## src/rtl/qlt_pkg.sv

```systemverilog
package qlt_pkg;
   // two edge detectors, each contributes a previous and a current bit
   localparam int unsigned DET_NUM    = 2;
   localparam int unsigned GLUE_IDX_W = 2 * DET_NUM;
   localparam int unsigned GLUE_DEPTH = 1 << GLUE_IDX_W;
   // table sets: pattern match first, then the edge detectors
   localparam int unsigned SET_NUM    = 1 + DET_NUM;
   localparam int unsigned SEL_W      = 8;
   localparam logic [3:0]  SEL_TAG    = 4'h3;

   typedef struct packed {
      logic cur;
      logic prev;
   } det_pair_t;
endpackage

```

## src/rtl/qlt_table_set.sv

```systemverilog
module qlt_table_set #(
   parameter int unsigned NUM_GROUPS = 4,
   parameter int unsigned GROUP_BITS = 4,
   parameter bit          RESET_ONES = 1'b1,
   localparam int unsigned DEPTH     = 1 << GROUP_BITS,
   localparam int unsigned CH        = NUM_GROUPS * GROUP_BITS
) (
   input  logic                  clk,
   input  logic                  rst_n,
   input  logic                  ld_en,
   input  logic [GROUP_BITS-1:0] ld_idx,
   input  logic [NUM_GROUPS-1:0] ld_col,
   input  logic [CH-1:0]         smp,
   output logic                  match
);
   localparam logic [DEPTH-1:0] RST_VAL = RESET_ONES ? {DEPTH{1'b1}} : {DEPTH{1'b0}};

   logic [NUM_GROUPS-1:0] hit;

   for (genvar g = 0; g < NUM_GROUPS; g++) begin : g_grp
      logic [DEPTH-1:0]      tbl;
      logic [GROUP_BITS-1:0] nib;

      always_ff @(posedge clk) begin
         if (!rst_n) begin
            tbl <= RST_VAL;
         end else if (ld_en) begin
            tbl[ld_idx] <= ld_col[g];
         end
      end

      assign nib    = smp[g*GROUP_BITS +: GROUP_BITS];
      assign hit[g] = tbl[nib];
   end

   assign match = &hit;
endmodule

```

## src/rtl/qlt_loader.sv

```systemverilog
module qlt_loader
   import qlt_pkg::*;
#(
   parameter int unsigned NUM_GROUPS = 4,
   parameter int unsigned GROUP_BITS = 4,
   localparam int unsigned STG_W     = SET_NUM * NUM_GROUPS
) (
   input  logic                  clk,
   input  logic                  rst_n,
   input  logic                  stg_we,
   input  logic [STG_W-1:0]      stg_data,
   input  logic                  sel_we,
   input  logic [SEL_W-1:0]      sel_data,
   output logic                  ld_en,
   output logic [GROUP_BITS-1:0] ld_idx,
   output logic [STG_W-1:0]      ld_cols
);
   logic [STG_W-1:0] stage_q;

   always_ff @(posedge clk) begin
      if (!rst_n) begin
         stage_q <= '0;
      end else if (stg_we) begin
         stage_q <= stg_data;
      end
   end

   // commit only on the matching tag; the select carries the index
   assign ld_en   = sel_we && (sel_data[SEL_W-1 -: 4] == SEL_TAG);
   assign ld_idx  = sel_data[GROUP_BITS-1:0];
   assign ld_cols = stage_q;
endmodule

```

## src/rtl/qlt_glue.sv

```systemverilog
module qlt_glue
   import qlt_pkg::*;
(
   input  logic                  clk,
   input  logic                  rst_n,
   input  logic                  glue_we,
   input  logic [GLUE_DEPTH-1:0] glue_data,
   input  logic [GLUE_IDX_W-1:0] idx,
   output logic                  result
);
   logic [GLUE_DEPTH-1:0] glue_q;

   always_ff @(posedge clk) begin
      if (!rst_n) begin
         glue_q <= '1;
      end else if (glue_we) begin
         glue_q <= glue_data;
      end
   end

   assign result = glue_q[idx];
endmodule

```

## src/rtl/quad_lut_trigger.sv

```systemverilog
module quad_lut_trigger
   import qlt_pkg::*;
#(
   parameter int unsigned NUM_GROUPS = 4,
   parameter int unsigned GROUP_BITS = 4,
   parameter int unsigned POS_W      = 16,
   localparam int unsigned CH        = NUM_GROUPS * GROUP_BITS,
   localparam int unsigned STG_W     = SET_NUM * NUM_GROUPS
) (
   input  logic                  clk,
   input  logic                  rst_n,
   input  logic                  stg_we,
   input  logic [STG_W-1:0]      stg_data,
   input  logic                  sel_we,
   input  logic [SEL_W-1:0]      sel_data,
   input  logic                  glue_we,
   input  logic [GLUE_DEPTH-1:0] glue_data,
   input  logic                  arm,
   input  logic                  smp_valid,
   input  logic [CH-1:0]         smp_data,
   output logic                  trig_pulse,
   output logic                  fired,
   output logic [POS_W-1:0]      trig_pos
);
   // elaboration checks on the parameters
   if (GROUP_BITS < 1 || GROUP_BITS > 4) begin : g_bad_gb
      $error("GROUP_BITS must be 1..4 to fit the select index field");
   end
   if (NUM_GROUPS < 1) begin : g_bad_ng
      $error("NUM_GROUPS must be at least 1");
   end
   if (POS_W < 1) begin : g_bad_pw
      $error("POS_W must be at least 1");
   end

   logic                  ld_en;
   logic [GROUP_BITS-1:0] ld_idx;
   logic [STG_W-1:0]      ld_cols;
   logic [SET_NUM-1:0]    set_match;

   qlt_loader #(
      .NUM_GROUPS(NUM_GROUPS),
      .GROUP_BITS(GROUP_BITS)
   ) u_loader (
      .clk      (clk),
      .rst_n    (rst_n),
      .stg_we   (stg_we),
      .stg_data (stg_data),
      .sel_we   (sel_we),
      .sel_data (sel_data),
      .ld_en    (ld_en),
      .ld_idx   (ld_idx),
      .ld_cols  (ld_cols)
   );

   // set 0 is the pattern match (resets open), sets 1.. are edge detectors
   for (genvar s = 0; s < SET_NUM; s++) begin : g_set
      qlt_table_set #(
         .NUM_GROUPS(NUM_GROUPS),
         .GROUP_BITS(GROUP_BITS),
         .RESET_ONES(s == 0)
      ) u_set (
         .clk    (clk),
         .rst_n  (rst_n),
         .ld_en  (ld_en),
         .ld_idx (ld_idx),
         .ld_col (ld_cols[s*NUM_GROUPS +: NUM_GROUPS]),
         .smp    (smp_data),
         .match  (set_match[s])
      );
   end

   // transition history and glue index
   logic                  armed_q;
   logic                  hist_q;
   logic [DET_NUM-1:0]    det_prev_q;
   det_pair_t             pair [DET_NUM];
   logic [GLUE_IDX_W-1:0] glue_idx;
   logic                  glue_res;

   for (genvar d = 0; d < DET_NUM; d++) begin : g_det
      assign pair[d].cur  = set_match[1+d];
      assign pair[d].prev = hist_q ? det_prev_q[d] : set_match[1+d];
      assign glue_idx[2*d]   = pair[d].prev;
      assign glue_idx[2*d+1] = pair[d].cur;
   end

   qlt_glue u_glue (
      .clk       (clk),
      .rst_n     (rst_n),
      .glue_we   (glue_we),
      .glue_data (glue_data),
      .idx       (glue_idx),
      .result    (glue_res)
   );

   logic             accept;
   logic             hit;
   logic [POS_W-1:0] cnt_q;
   logic [DET_NUM-1:0] det_cur;

   for (genvar d = 0; d < DET_NUM; d++) begin : g_cur
      assign det_cur[d] = set_match[1+d];
   end

   assign accept = armed_q && smp_valid && !arm;
   assign hit    = accept && !fired && set_match[0] && glue_res;

   always_ff @(posedge clk) begin
      if (!rst_n) begin
         armed_q    <= 1'b0;
         hist_q     <= 1'b0;
         det_prev_q <= '0;
         cnt_q      <= '0;
         fired      <= 1'b0;
         trig_pulse <= 1'b0;
         trig_pos   <= '0;
      end else if (arm) begin
         armed_q    <= 1'b1;
         hist_q     <= 1'b0;
         det_prev_q <= '0;
         cnt_q      <= '0;
         fired      <= 1'b0;
         trig_pulse <= 1'b0;
         trig_pos   <= '0;
      end else begin
         trig_pulse <= hit;
         if (accept) begin
            hist_q     <= 1'b1;
            det_prev_q <= det_cur;
            if (!fired) begin
               cnt_q <= cnt_q + 1'b1;
            end
         end
         if (hit) begin
            fired    <= 1'b1;
            trig_pos <= cnt_q;
         end
      end
   end
endmodule

```

## config.mk

```make
export PLATFORM = sky130hd
export DESIGN_NAME = quad_lut_trigger
export DESIGN_NICKNAME = d
export VERILOG_FILES = /design/src/rtl/qlt_pkg.sv /design/src/rtl/qlt_table_set.sv /design/src/rtl/qlt_loader.sv /design/src/rtl/qlt_glue.sv /design/src/rtl/quad_lut_trigger.sv
export SDC_FILE = /design/constraint.sdc
export NUM_CORES = 1
export LEC_CHECK = 0
export BUFFER_PORTS_ARGS = -buffer_cell sky130_fd_sc_hd__buf_2
export CAP_MARGIN = 10
export CORE_MARGIN = 1.5
export CORE_UTILIZATION = 39
export CTS_CLUSTER_SIZE = 14
export DETAILED_ROUTE_END_ITERATION = 16
export PLACE_DENSITY_LB_ADDON = 0.15
export SYNTH_ARGS = -nofsm -noshare
export SYNTH_HDL_FRONTEND = slang
export SYNTH_HIERARCHICAL = 1
export SYNTH_SLANG_ARGS = --single-unit
```

## constraint.sdc

```tcl
create_clock -name clk -period 3.07 [get_ports clk]
set_clock_uncertainty 0.1 [all_clocks]
set_input_delay 0.307 -clock clk [delete_from_list [all_inputs] [get_ports clk]]
set_output_delay 0.307 -clock clk [all_outputs]
set_load 0.01 [all_outputs]
```

Word level (Yosys, flattened, before mapping)
Index checks and enable logic that the tools add are counted.
{"block": "op_classes", "bitwise_logic": 2, "reduce_logical": 14, "n_addsub": 1, "eq_ne": 1, "n_lt_le_gt_ge": 7, "n_mux": 42}
{"operator": "$bwmux 16", "count": 12}
{"operator": "$bmux 1 s4", "count": 13}
{"operator": "$lt 4x5->1 const B", "count": 6}
{"operator": "$add 16x1->16 const B", "count": 1}
{"operator": "$mux 1", "count": 16}
{"operator": "$reduce_and 4->1", "count": 3}
{"operator": "$logic_and 1x1->1", "count": 7}
{"operator": "$demux 1 s4", "count": 1}
{"operator": "$eq 4x2->1 const B", "count": 1}
{"operator": "$ge 4x1->1 const B", "count": 1}
{"operator": "$logic_not 1->1", "count": 2}
{"operator": "$not 1->1", "count": 2}
{"operator": "$reduce_and 2->1", "count": 1}
{"operator": "$reduce_or 2->1", "count": 1}
{"block": "word_totals", "regBits": 258}

Depth between registers and ports, before layout
Gate-level depths: netlist (run 1).
{"block": "depth", "word_depth": 7, "mapped_depth": 14}

Cells and area by module
The synthesis (run 1) kept the hierarchy.
{"module": "qlt_table_set (g_set[1].u_set ...)", "n_inst": 2, "seq_area_each_um2": 1281.2, "area_each_um2": 3006.6, "cells_per_inst": 272}
{"module": "qlt_table_set (g_set[0].u_set)", "n_inst": 1, "seq_area_each_um2": 1281.2, "area_each_um2": 2851.5, "cells_per_inst": 272}
{"module": "quad_lut_trigger", "n_inst": 1, "seq_area_each_um2": 760.7, "area_each_um2": 1529.0, "cells_per_inst": 179}
{"module": "qlt_glue", "n_inst": 1, "seq_area_each_um2": 320.3, "area_each_um2": 693.2, "cells_per_inst": 59}
{"module": "qlt_loader", "n_inst": 1, "seq_area_each_um2": 240.2, "area_each_um2": 490.5, "cells_per_inst": 44}

Worst setup path before layout (run 1)
Ideal clock, no wire load.
{"block": "synth_path", "path_kind": "input -> register", "start": "in smp_data[4]", "end": "reg trig_pos[11]", "path_slack_ps": 83, "required_ps": 2899, "path_buffers": 1, "cell_stages": 13, "setup_time_ps": 71, "t_arrival_ps": 2817, "path_cell_list": "mux4_2 -> mux2i_1 -> mux2i_1 -> nand2_1 -> nor2_1 -> mux2_2 -> mux4_1 -> mux2i_1 -> mux2i_1 -> nand3_1 -> clkbuf_1 -> nand2_1 -> a21oi_1"}
{"block": "synth_between", "elab_chain_len": 7, "elab_cells_between_ends": 15, "classes_between": "10 x mux; 5 x reduce/logical"}
{"element": "from (decl)", "line": "quad_lut_trigger.sv:20", "rtl": "input logic [CH-1:0] smp_data,"}
{"element": "$bmux 1 s4", "line": "qlt_table_set.sv:33", "rtl": "assign hit[g] = tbl[nib];"}
{"element": "$mux 1 (not written as such)", "line": "qlt_table_set.sv:33"}
{"element": "$reduce_and 4->1", "line": "qlt_table_set.sv:36", "rtl": "assign match = &hit;"}
{"element": "named net det_cur[0]", "line": "quad_lut_trigger.sv:100", "rtl": "logic [DET_NUM-1:0] det_cur;"}
{"element": "$mux 1", "line": "quad_lut_trigger.sv:83", "rtl": "assign pair[d].prev = hist_q ? det_prev_q[d] : set_match[1+d];"}
{"element": "named net glue_idx[0]", "line": "quad_lut_trigger.sv:78", "rtl": "logic [GLUE_IDX_W-1:0] glue_idx;"}
{"element": "$bmux 1 s4", "line": "qlt_glue.sv:21", "rtl": "assign result = glue_q[idx];"}
{"element": "$mux 1 (not written as such)", "line": "qlt_glue.sv:21"}
{"element": "named net glue_res", "line": "quad_lut_trigger.sv:79", "rtl": "logic glue_res;"}
{"element": "$logic_and 1x1->1", "line": "quad_lut_trigger.sv:107", "rtl": "assign hit = accept && !fired && set_match[0] && glue_res;"}
{"element": "to (signal assigned)", "line": "quad_lut_trigger.sv:137", "rtl": "trig_pos <= cnt_q;"}
{"element": "to (decl)", "line": "quad_lut_trigger.sv:23", "rtl": "output logic [POS_W-1:0] trig_pos"}
The timed path passes the listed nets, and every way through them passes these cells. The select of a mux whose other input is x is not followed.
A chain may end at the register's enable or synchronous reset.

Worst setup path after layout (run 1)
{"block": "layout_path", "start": "reg g_set[1].u_set.g_grp[2].tbl[15]", "end": "reg trig_pos[13]"}
{"block": "layout_between", "elab_chain_len": 7}
{"element": "from (decl)", "line": "qlt_table_set.sv:21", "rtl": "logic [DEPTH-1:0] tbl;"}
{"element": "from (signal, indexed assignment)", "line": "qlt_table_set.sv:28", "rtl": "tbl[ld_idx] <= ld_col[g];"}
{"element": "$bmux 1 s4", "line": "qlt_table_set.sv:33"}
{"element": "$mux 1 (not written as such)", "line": "qlt_table_set.sv:33"}
{"element": "$reduce_and 4->1", "line": "qlt_table_set.sv:36"}
{"element": "named net det_cur[0]", "line": "quad_lut_trigger.sv:100"}
{"element": "$mux 1", "line": "quad_lut_trigger.sv:83"}
{"element": "named net glue_idx[0]", "line": "quad_lut_trigger.sv:78"}
{"element": "$bmux 1 s4", "line": "qlt_glue.sv:21"}
{"element": "$mux 1 (not written as such)", "line": "qlt_glue.sv:21"}
{"element": "named net glue_res", "line": "quad_lut_trigger.sv:79"}
{"element": "$logic_and 1x1->1", "line": "quad_lut_trigger.sv:107"}
The timed path passes the listed nets, and every way through them passes these cells. The select of a mux whose other input is x is not followed.

==> run_results.csv, run 1 <==
group,metric,value,unit
critical_path,worstSetupPathType,"reg -> reg",
clock_tree,cts_made_buffers,30,
synthesis,syn_area_per_cell,10.5,um2
global_routing,grt_pass1_wl,46.6,mm
pwr,power,7.30,mW
sta,period_needed,2.99,ns
layout,fin_area,13900,um2
floorplanning,start_util,0.400,
place,dpl.hpwl,19.6,mm
synthesis,synth_top_cell_by_area,"dfxtp_1",
layout,antenna_cells,0,
global_routing,grt_use_met1,0.272,
global_routing,grt_most_used_layer,"met2",
critical_path,critPathCaptureType,"register",
clock_tree,htreeDepth,1,
pwr,p_leak,5.28,nW
sta,setup_ws,0.0843,ns
detailed_routing,dr.pass1.iters,5,
clock_tree,clk_path_buf_depth,3,
critical_path,cp_cell_sequence,"mux4_2 > mux2i_1 > mux2i_1 > nand2_2 > nor2_4 > mux2_4 > mux4_1 > mux2i_1 > mux2i_1 > and3_4 > buf_12 > nand2_2 > a21oi_1",
synthesis,synth_seq_area_share,0.446,
sta,finalMaxSlewViolations,0,
detailed_routing,antenna_left,0,
synthesis,synthFlopType,"dfxtp_1",
clock_tree,cts_num_sinks,258,
pwr,powerDensity,527,nW/um2
sta,worst_slew_pin_slew,1.10,ns
detailed_routing,drc,0,
flow_run,maxCapViolations,0,
place,gp_congestion,0.780,
floorplanning,num_rows,62,
global_routing,grt_usage,0.196,
clock_tree,cts_root_buf,"clkbuf_16",
detailed_routing,viasPerCell,5.09,
synthesis,syn_inst,1098,
floorplanning,die_w,175,um
critical_path,arrival,3.27,ns
synthesis,async_reset_ff_frac,0,
floorplanning,core_area,28900,um2
detailed_routing,dr.first_iter.drc_count,569,
detailed_routing,num_vias,8171,
synthesis,ys.warnings.count,6,
clock_tree,clkLatencyLatePin,0.55,ns
critical_path,critPathMaxFanout,8,
floorplanning,fp.dieArea,30700,um2
synthesis,synth_top_area_frac,0.446,
sta,final.period_utilization,0.973,
sta,timing.fmax,335,MHz
critical_path,required,3.36,ns
layout,syn2layout_area_growth,19.7,%
floorplanning,die_h,175,um
synthesis,yosys-top-cells-count,"dfxtp_1 (258), mux2i_1 (235), nand2_1 (149)",
critical_path,cp_slowest_stage_delay,0.45,ns
hold_path,hp-class,"in -> reg",
place,placed_area,12400,um2
global_routing,grt_overflow,0,
sta,finalHoldViolCount,0,
floorplanning,io_pins,77,
critical_path,reg2reg_slack,0.08,ns
synthesis,netlist_top_cells_area,"dfxtp_1 (45%), mux2i_1 (20%), mux4_2 (9.3%), nor2b_1 (6.9%), nand2_1 (4.8%)",
detailed_routing,avgRoutedWirePerCell,18.9,um
global_routing,met2_usage,0.326,
synthesis,synth.cell_area,11600,um2
global_routing,grt_util_met3,0.0262,
sta,rsz0062_at_grt,"yes",
layout,drive_above_1_share,0.201,
sta,setup_violations,0,
global_routing,grt_pass1_vias,7913,
critical_path,crit_top_cell,"mux2i_1",
synthesis,ys_types,40,
layout,fin_nets,1260,
place,io_buffers,76,
critical_path,start_kind,"register",
detailed_routing,wirelength,30.3,mm
critical_path,crit_path_top_delay_cell,"mux4_2",
synthesis,synth.most_common_cell,"dfxtp_1",
synthesis,ys_seq_elements,258,
sta,relSlewSlack,0.268,
global_routing,grt_max_degree,222,
clock_tree,cts.clk_slew.worst_paths,0.06,ns
place,post-place-ws,-0.324,ns
global_routing,grt_antenna_before_repair,0,
synthesis,syn_nets,1158,
layout,final_core_util,0.479,
outcome,status,"finished, final reports clean",
pwr,peakVddDrop,0.386,mV
synthesis,synth_edf_count,0,
clock_tree,cts_tree,"yes",
[through the flow]
step                cells  hold slack, ns  TNS, ns
floorplan            1098           0.317        0
global placement     1520           0.339    -4.31
detailed placement   1520           0.347    -5.04
CTS                  1603           0.156        0
global route         1605           0.167    -1.29
finish               1605           0.123        0
[layout make-up]
type / count / area (um2)
timing repair buffer: 141 / 1020
fill: 2753 / 15100
clock inverter: 8 / 71.3
clock buffer: 45 / 898
tap: 384 / 480
inverter: 2 / 7.51
sequential: 258 / 5170
multi-input combinational: 767 / 6210
[worst max-delay path: cells and delay by family (launching register included)]
family | cells | cell delay [ns]
mux | 7 | 1.72
flops | 1 | 0.32
buf+inv | 1 | 0.15
simple gates | 4 | 0.49
compound gates | 1 | 0.05
[cell families (layout without fill, tap and decap cells)]
kind of cell    Yosys count  count (layout)  synth area share
mux                     290             290             0.309
xor+xnor                 11              11           0.00832
buf+inv                  73             196            0.0267
fa+ha+maj                 1               1           0.00108
compound gates           55              55            0.0280
simple gates            410             410             0.181
flops                   258             258             0.446
[where the power goes]
group | internal (mW) | switching (mW) | total (mW)
combinational | 0.187 | 0.208 | 0.396
sequential | 3.38 | 0.0612 | 3.44
clock | 2.09 | 1.38 | 3.47
[path summary, 6_finish.rpt]
path	startpoint	end	depth (start not counted)
min reg2reg	trig_pos[9]	trig_pos[9]	2
max	g_set[1].u_set/g_grp[2].tbl[15]	trig_pos[13]	13
max reg2reg	g_set[1].u_set/g_grp[2].tbl[15]	trig_pos[13]	13
min	rst_n	g_set[0].u_set/g_grp[3].tbl[10]	3
[sequential cells by signal (all words and copies together), names as in the netlist, 2 cells and up]
signal	count
cnt_q	16
det_prev_q	2
g_set.u_set/g_grp.tbl	192
trig_pos	16
u_glue/glue_q	16
u_loader/ld_cols	12
[layer usage]
| layer | share of wire | up-vias |
|---|---|---|
| li1 | - | 4028 |
| met1 | 0.48 | 3947 |
| met2 | 0.47 | 153 |
| met3 | 0.036 | 43 |
| met4 | 0.017 | 0 |
| met5 | 0 | - |
[repair_timing]
item | 4_1_cts | 5_1_grt
endpoints found under the hold margin | 32 | 0
hold buffers | 30 | 0
endpoints found under the setup margin | 17 | 17
cloned | 0 | 2
buffers inserted | 0 | 0
resized for setup | 3 | 32
pin swaps | 0 | 9
[placed cells by master, fill, tap and decap left out, drive strengths merged, types with 2 or more instances in the layout]
cell type,netlist,routed
dlygate4sd3,0,30
clkbuf,53,47
a21oi,23,23
nand2,149,149
mux2,3,3
o21ai,13,13
nand3b,6,6
mux4,52,52
nor2b,127,127
nand3,33,33
and3,2,2
a21boi,16,16
mux2i,235,235
nor4,4,4
xnor2,8,8
nand4,5,5
nor2,50,50
inv,2,3
buf,18,109
xor2,3,3
nor3b,3,3
nor3,4,4
dfxtp,258,258
clkinv,0,5
or3,8,8
nand2b,16,16
Note: power is estimated with default switching activity, not from simulation.
==> run 2: changes to the inputs <==
--- a/config.mk
+++ b/config.mk
@@ -8,7 +8,7 @@
 export BUFFER_PORTS_ARGS = -buffer_cell sky130_fd_sc_hd__buf_2
 export CAP_MARGIN = 10
 export CORE_MARGIN = 1.5
-export CORE_UTILIZATION = 39
+export CORE_UTILIZATION = 53
 export CTS_CLUSTER_SIZE = 14
 export DETAILED_ROUTE_END_ITERATION = 16
 export PLACE_DENSITY_LB_ADDON = 0.15
==> run 2 against run 1 <==
  * Critical path depth unchanged
  * Register-to-register slack improved by 0.02 ns
  * Final area is 2.9% lower
  * Die area down 26%
  * Clock power is 14% lower
  * Global-route usage increased by 4.9 points
  * Clock-buffer cell count decreased by 5
  * Wire length is 8.0% lower
  * Non-clock buffer count grew 3
  * Flip-flop and latch count did not move
  * Via count rose by 0.49%
  * Critical endpoint is now trig_pos[4]
  * Largest cell class unchanged
  * Largest power group is now sequential cells
==> run_results.csv, run 2 (synthesis gave the netlist of run 1 again) <==
group,metric,value,unit
sta,finalHoldViolCount,0,
layout,fin_nets,1260,
place,io_buffers,76,
place,gp_congestion,0.823,
sta,timing.fmax,337,MHz
detailed_routing,avgRoutedWirePerCell,18.7,um
clock_tree,clkLatencyLatePin,0.53,ns
flow_run,maxCapViolations,0,
critical_path,cp_cell_sequence,"mux4_2 > mux2i_1 > mux2i_1 > nand2_2 > nor2_4 > mux2_4 > mux4_1 > mux2i_1 > mux2i_1 > and3_4 > clkbuf_16 > nand2_2 > a21oi_1",
pwr,p_leak,5.13,nW
clock_tree,cts_num_sinks,258,
critical_path,crit_top_cell,"mux2i_1",
clock_tree,clk_path_buf_depth,3,
layout,fin_area,13500,um2
detailed_routing,dr.pass1.iters,6,
sta,final.period_utilization,0.967,
floorplanning,fp.dieArea,22700,um2
critical_path,required,3.34,ns
clock_tree,cts_root_buf,"clkbuf_16",
critical_path,critPathMaxFanout,8,
critical_path,cp_slowest_stage_delay,0.45,ns
global_routing,grt_usage,0.245,
critical_path,worstSetupPathType,"reg -> reg",
layout,largest_reg_flops,192,
detailed_routing,viasPerCell,5.51,
detailed_routing,num_vias,8211,
pwr,powerDensity,504,nW/um2
hold_path,hp-class,"in -> reg",
floorplanning,die_h,151,um
place,dpl.hpwl,18.4,mm
layout,drive_above_1_share,0.184,
sta,tns,0,ns
clock_tree,cts_made_buffers,27,
critical_path,crit_path_top_delay_cell,"mux4_2",
detailed_routing,drc,0,
sta,period_needed,2.97,ns
layout,antenna_cells,0,
detailed_routing,dr.first_iter.drc_count,615,
global_routing,grt_pass1_wl,43.1,mm
sta,rsz0062_at_grt,"yes",
floorplanning,num_rows,53,
layout,syn2layout_area_growth,16.2,%
floorplanning,start_util,0.546,
global_routing,grt_pass1_vias,7766,
floorplanning,io_pins,77,
global_routing,grt_antenna_before_repair,0,
clock_tree,htreeDepth,1,
critical_path,start_kind,"register",
layout,largest-register,"g_set.u_set/g_grp.tbl",
place,placed_area,12300,um2
sta,whs,0.183,ns
floorplanning,core_area,21200,um2
layout,final_common_cell,"dfxtp_1",
layout,final_cell_mix,"dfxtp_1 (254), mux2i_1 (235), nand2_1 (142)",
detailed_routing,antenna_left,0,
sta,finalMaxSlewViolations,0,
sta,setup_violations,0,
sta,worst_slew_pin_slew,0.955,ns
global_routing,grt_max_degree,222,
pwr,power,6.79,mW
global_routing,grt_overflow,0,
clock_tree,cts.clk_slew.worst_paths,0.06,ns
detailed_routing,wirelength,27.9,mm
pwr,peakVddDrop,0.382,mV
sta,relSlewSlack,0.363,
clock_tree,cts_setup_buffers,0,
floorplanning,die_w,151,um
clock_tree,cts_tree,"yes",
critical_path,arrival,3.24,ns
outcome,status,"finished, final reports clean",
place,post-place-ws,-0.292,ns
sta,setup_ws,0.100,ns
critical_path,critPathCaptureType,"register",
-- run 2: critical path: cells and delay by family (launching register included) --
| kind | cells | cell delay, ns |
|---|---|---|
| AOI/OAI and AO/OA | 1 | 0.05 |
| buffers and inverters | 1 | 0.16 |
| muxes | 7 | 1.72 |
| DFF | 1 | 0.32 |
| and+or+nand+nor | 4 | 0.46 |
-- run 2: repair_timing --
item,4_1_cts,5_1_grt
resized for setup,1,17
hold buffers,30,0
cloned,0,1
hold endpoints to repair,32,0
endpoints found under the setup margin,14,17
pin swaps,0,4
-- run 2: final timing paths --
check | from | end | slack [ns] | cells past startpoint
worst max-delay path | g_set[1].u_set/g_grp[2].tbl[8] | trig_pos[4] | 0.10 | 13
worst min-delay path | glue_we | u_glue/glue_q[5] | 0.18 | 3
worst max register to register | g_set[1].u_set/g_grp[2].tbl[8] | trig_pos[4] | 0.10 | 13
worst min register to register | trig_pos[9] | trig_pos[9] | 0.35 | 2
-- run 2: power by group --
group          leakage (nW)  internal, mW  switching [mW]  total [mW]
logic                  2.65         0.188           0.200       0.388
registers              2.09          3.37          0.0576        3.43
clock network         0.384          1.70            1.27        2.97
total                  5.13          5.26            1.53        6.79
-- run 2: per-layer routing --
layer  share of wire  wire length (um)  up-vias  GRT usage
li1                -                 -     4022          -
met1            0.47             13000     3925      0.352
met2            0.46             12800      221      0.401
met3           0.060              1660       43     0.0298
met4           0.018               488        0     0.0466
met5               0                 0        -          0
-- run 2: final cells by class --
| class | instances | area (um2) |
|---|---|---|
| Inverter | 2 | 7.51 |
| Clock inverter | 3 | 18.8 |
| Fill cell | 1772 | 7760 |
| Tap cell | 275 | 344 |
| Multi-Input combinational cell | 767 | 6130 |
| Timing Repair Buffer | 144 | 1020 |
| Sequential cell | 258 | 5170 |
| Clock buffer | 40 | 764 |
-- run 2: metrics by stage --
stage,std cells,utilization
floorplan,1098,-
detailed placement,1415,0.580
global route,1489,0.634
global placement,1415,0.580
CTS,1488,0.632
finish,1489,0.634
==> run 3: changes to the inputs <==
--- a/config.mk
+++ b/config.mk
@@ -11,7 +11,7 @@
 export CORE_UTILIZATION = 53
 export CTS_CLUSTER_SIZE = 14
 export DETAILED_ROUTE_END_ITERATION = 16
-export PLACE_DENSITY_LB_ADDON = 0.15
+export PLACE_DENSITY = 0.85
 export SYNTH_ARGS = -nofsm -noshare
 export SYNTH_HDL_FRONTEND = slang
 export SYNTH_HIERARCHICAL = 1
==> run 3 against run 2 <==
  * Largest cell class unchanged
  * Die area did not move
  * Critical path depth is the same
  * Clock power is 15% higher
  * Register-to-register slack lost 0.11 ns
  * Total power rose by 6.8%
  * First-iteration DRC count is 9.8% lower
  * The flow now finishes with violations (setup timing)
  * Cell count decreased by 0.13%
  * Wire length rose by 5.2%
  * Global-route usage grew 0.95 points
==> run_results.csv, run 3 (synthesis gave the netlist of run 1 again) <==
group,metric,value,unit
outcome,violations,"setup timing",
sta,setup_ws,-0.00804,ns
outcome,status,"complete, but fails checks",
detailed_routing,dr.pass1.iters,6,
global_routing,grt_max_degree,222,
layout,final_common_cell,"dfxtp_1",
layout,largest-register,"g_set.u_set/g_grp.tbl",
layout,fin_area,13700,um2
critical_path,arrival,3.36,ns
clock_tree,cts_num_sinks,258,
critical_path,crit_path_top_delay_cell,"mux4_2",
sta,worst_slew_pin_slew,0.847,ns
critical_path,worstSetupPathType,"reg -> reg",
clock_tree,cts.clk_slew.worst_paths,0.06,ns
sta,final.period_utilization,1.00,
place,gp_congestion,0.865,
global_routing,grt_antenna_before_repair,2,
floorplanning,die_w,151,um
pwr,p_leak,5.18,nW
floorplanning,start_util,0.546,
global_routing,grt_pass1_wl,44.8,mm
clock_tree,clkLatencyLatePin,0.53,ns
detailed_routing,wirelength,29.3,mm
layout,largest_reg_flops,192,
layout,final_cell_mix,"dfxtp_1 (256), mux2i_1 (233), nand2_1 (135)",
detailed_routing,viasPerCell,5.76,
critical_path,critPathCaptureType,"register",
floorplanning,core_area,21200,um2
global_routing,grt_pass1_vias,8356,
floorplanning,die_h,151,um
layout,fin_nets,1252,
sta,setup_violations,2,
clock_tree,cts_root_buf,"clkbuf_16",
sta,tns,-0.00812,ns
sta,finalMaxSlewViolations,0,
sta,period_needed,3.08,ns
critical_path,required,3.35,ns
clock_tree,clk_path_buf_depth,3,
critical_path,cp_slowest_stage_delay,0.47,ns
clock_tree,htreeDepth,1,
detailed_routing,antenna_left,0,
layout,final_core_util,0.644,
clock_tree,cts_tree,"yes",
place,placed_area,12200,um2
floorplanning,fp.dieArea,22700,um2
critical_path,cpLargestDelayFamily,"multiplexers",
layout,drive_above_1_share,0.205,
place,dpl.hpwl,18.5,mm
critical_path,crit_top_cell,"mux2i_1",
sta,finalHoldViolCount,0,
clock_tree,cts_setup_buffers,0,
sta,rsz0062_at_grt,"yes",
layout,nFillCells,1609,
detailed_routing,dr.first_iter.drc_count,555,
critical_path,start_kind,"register",
critical_path,critPathMaxFanout,8,
critical_path,reg2reg_slack,-0.008,ns
sta,timing.fmax,325,MHz
floorplanning,io_pins,77,
clock_tree,cts_made_buffers,26,
layout,syn2layout_area_growth,18.0,%
detailed_routing,num_vias,8563,
pwr,peakVddDrop,0.480,mV
pwr,power,7.25,mW
global_routing,grt_overflow,0,
sta,whs,0.187,ns
place,io_buffers,76,
sta,relSlewSlack,0.436,
critical_path,path_buf_inv,1,
floorplanning,num_rows,53,
global_routing,grt_usage,0.255,
detailed_routing,avgRoutedWirePerCell,19.7,um
flow_run,maxCapViolations,0,
detailed_routing,drc,0,
critical_path,cp_cell_sequence,"mux4_2 > mux2i_1 > mux2i_1 > nand2_1 > nor2_2 > mux2_4 > mux4_2 > mux2i_1 > mux2i_2 > nand3_4 > clkbuf_16 > nand2_4 > a21oi_2",
hold_path,hp-class,"in -> reg",
pwr,powerDensity,531,nW/um2
-- run 3: cell types whose count changed in the layout (fill, tap and decap cells not counted), moves of 5 or more --
cell and delta:
a21oi_1 -11, a21oi_2 +11, buf_4 -8, clkbuf_1 -8, nand2_1 -7, bufinv_16 +5
clkinv_2 +5, nand2_4 +5
-- run 3: final cells by class --
type                       count  area (um2)  share of cell area
antenna                        2        5.00            0.000366
tap                          275         344              0.0252
clock inverter                15         209              0.0153
timing repair buffer         136         968              0.0709
sequential                   258        5170               0.378
multi-input combinational    768        6240               0.457
clock buffer                  31         721              0.0528
inverter                       2        7.51            0.000550
-- run 3: metrics by stage --
stage | cells | setup slack (ns)
finish | 1487 | -0.00804
global route | 1487 | -0.117
floorplan | 1098 | 0.0827
global placement | 1406 | -0.263
CTS | 1482 | 0.0398
detailed placement | 1406 | -0.393
-- run 3: worst reg2reg max path: cells and delay by family, from the launching register on --
family                 cells  cell delay (ns)
flip-flops                 1             0.33
buffers and inverters      1             0.24
multiplexers               7             1.78
AND/OR/NAND/NOR            4             0.46
AO/OA/AOI/OAI              1             0.04
-- run 3: path summary, 6_finish.rpt --
| path | startpoint | end | depth (start not counted) |
|---|---|---|---|
| max reg2reg | g_set[1].u_set/g_grp[1].tbl[15] | trig_pos[9] | 13 |
| max | g_set[1].u_set/g_grp[1].tbl[15] | trig_pos[9] | 13 |
| min reg2reg | trig_pos[2] | trig_pos[2] | 2 |
| min | glue_we | u_glue/glue_q[7] | 3 |
-- run 3: per-layer routing --
layer / wire length (um) / GRT usage / vias up
li1: - / - / 4004
met1: 12300 / 0.337 / 4163
met2: 14100 / 0.425 / 335
met3: 2130 / 0.0464 / 61
met4: 812 / 0.0801 / 0
met5: 0 / 0 / -
-- run 3: where the power goes --
part / internal (mW) / leakage (nW) / switching [mW]
combinational: 0.184 / 2.64 / 0.204
clock: 2.09 / 0.458 / 1.34
sequential: 3.37 / 2.09 / 0.0588
-- run 3: what timing repair did --
| action | CTS | global route |
|---|---|---|
| pin swaps | 0 | 16 |
| cloned | 0 | 3 |
| endpoints found under the setup margin | 17 | 18 |
| resized for setup | 2 | 43 |
| hold buffers | 30 | 0 |
| hold endpoints to repair | 30 | 0 |
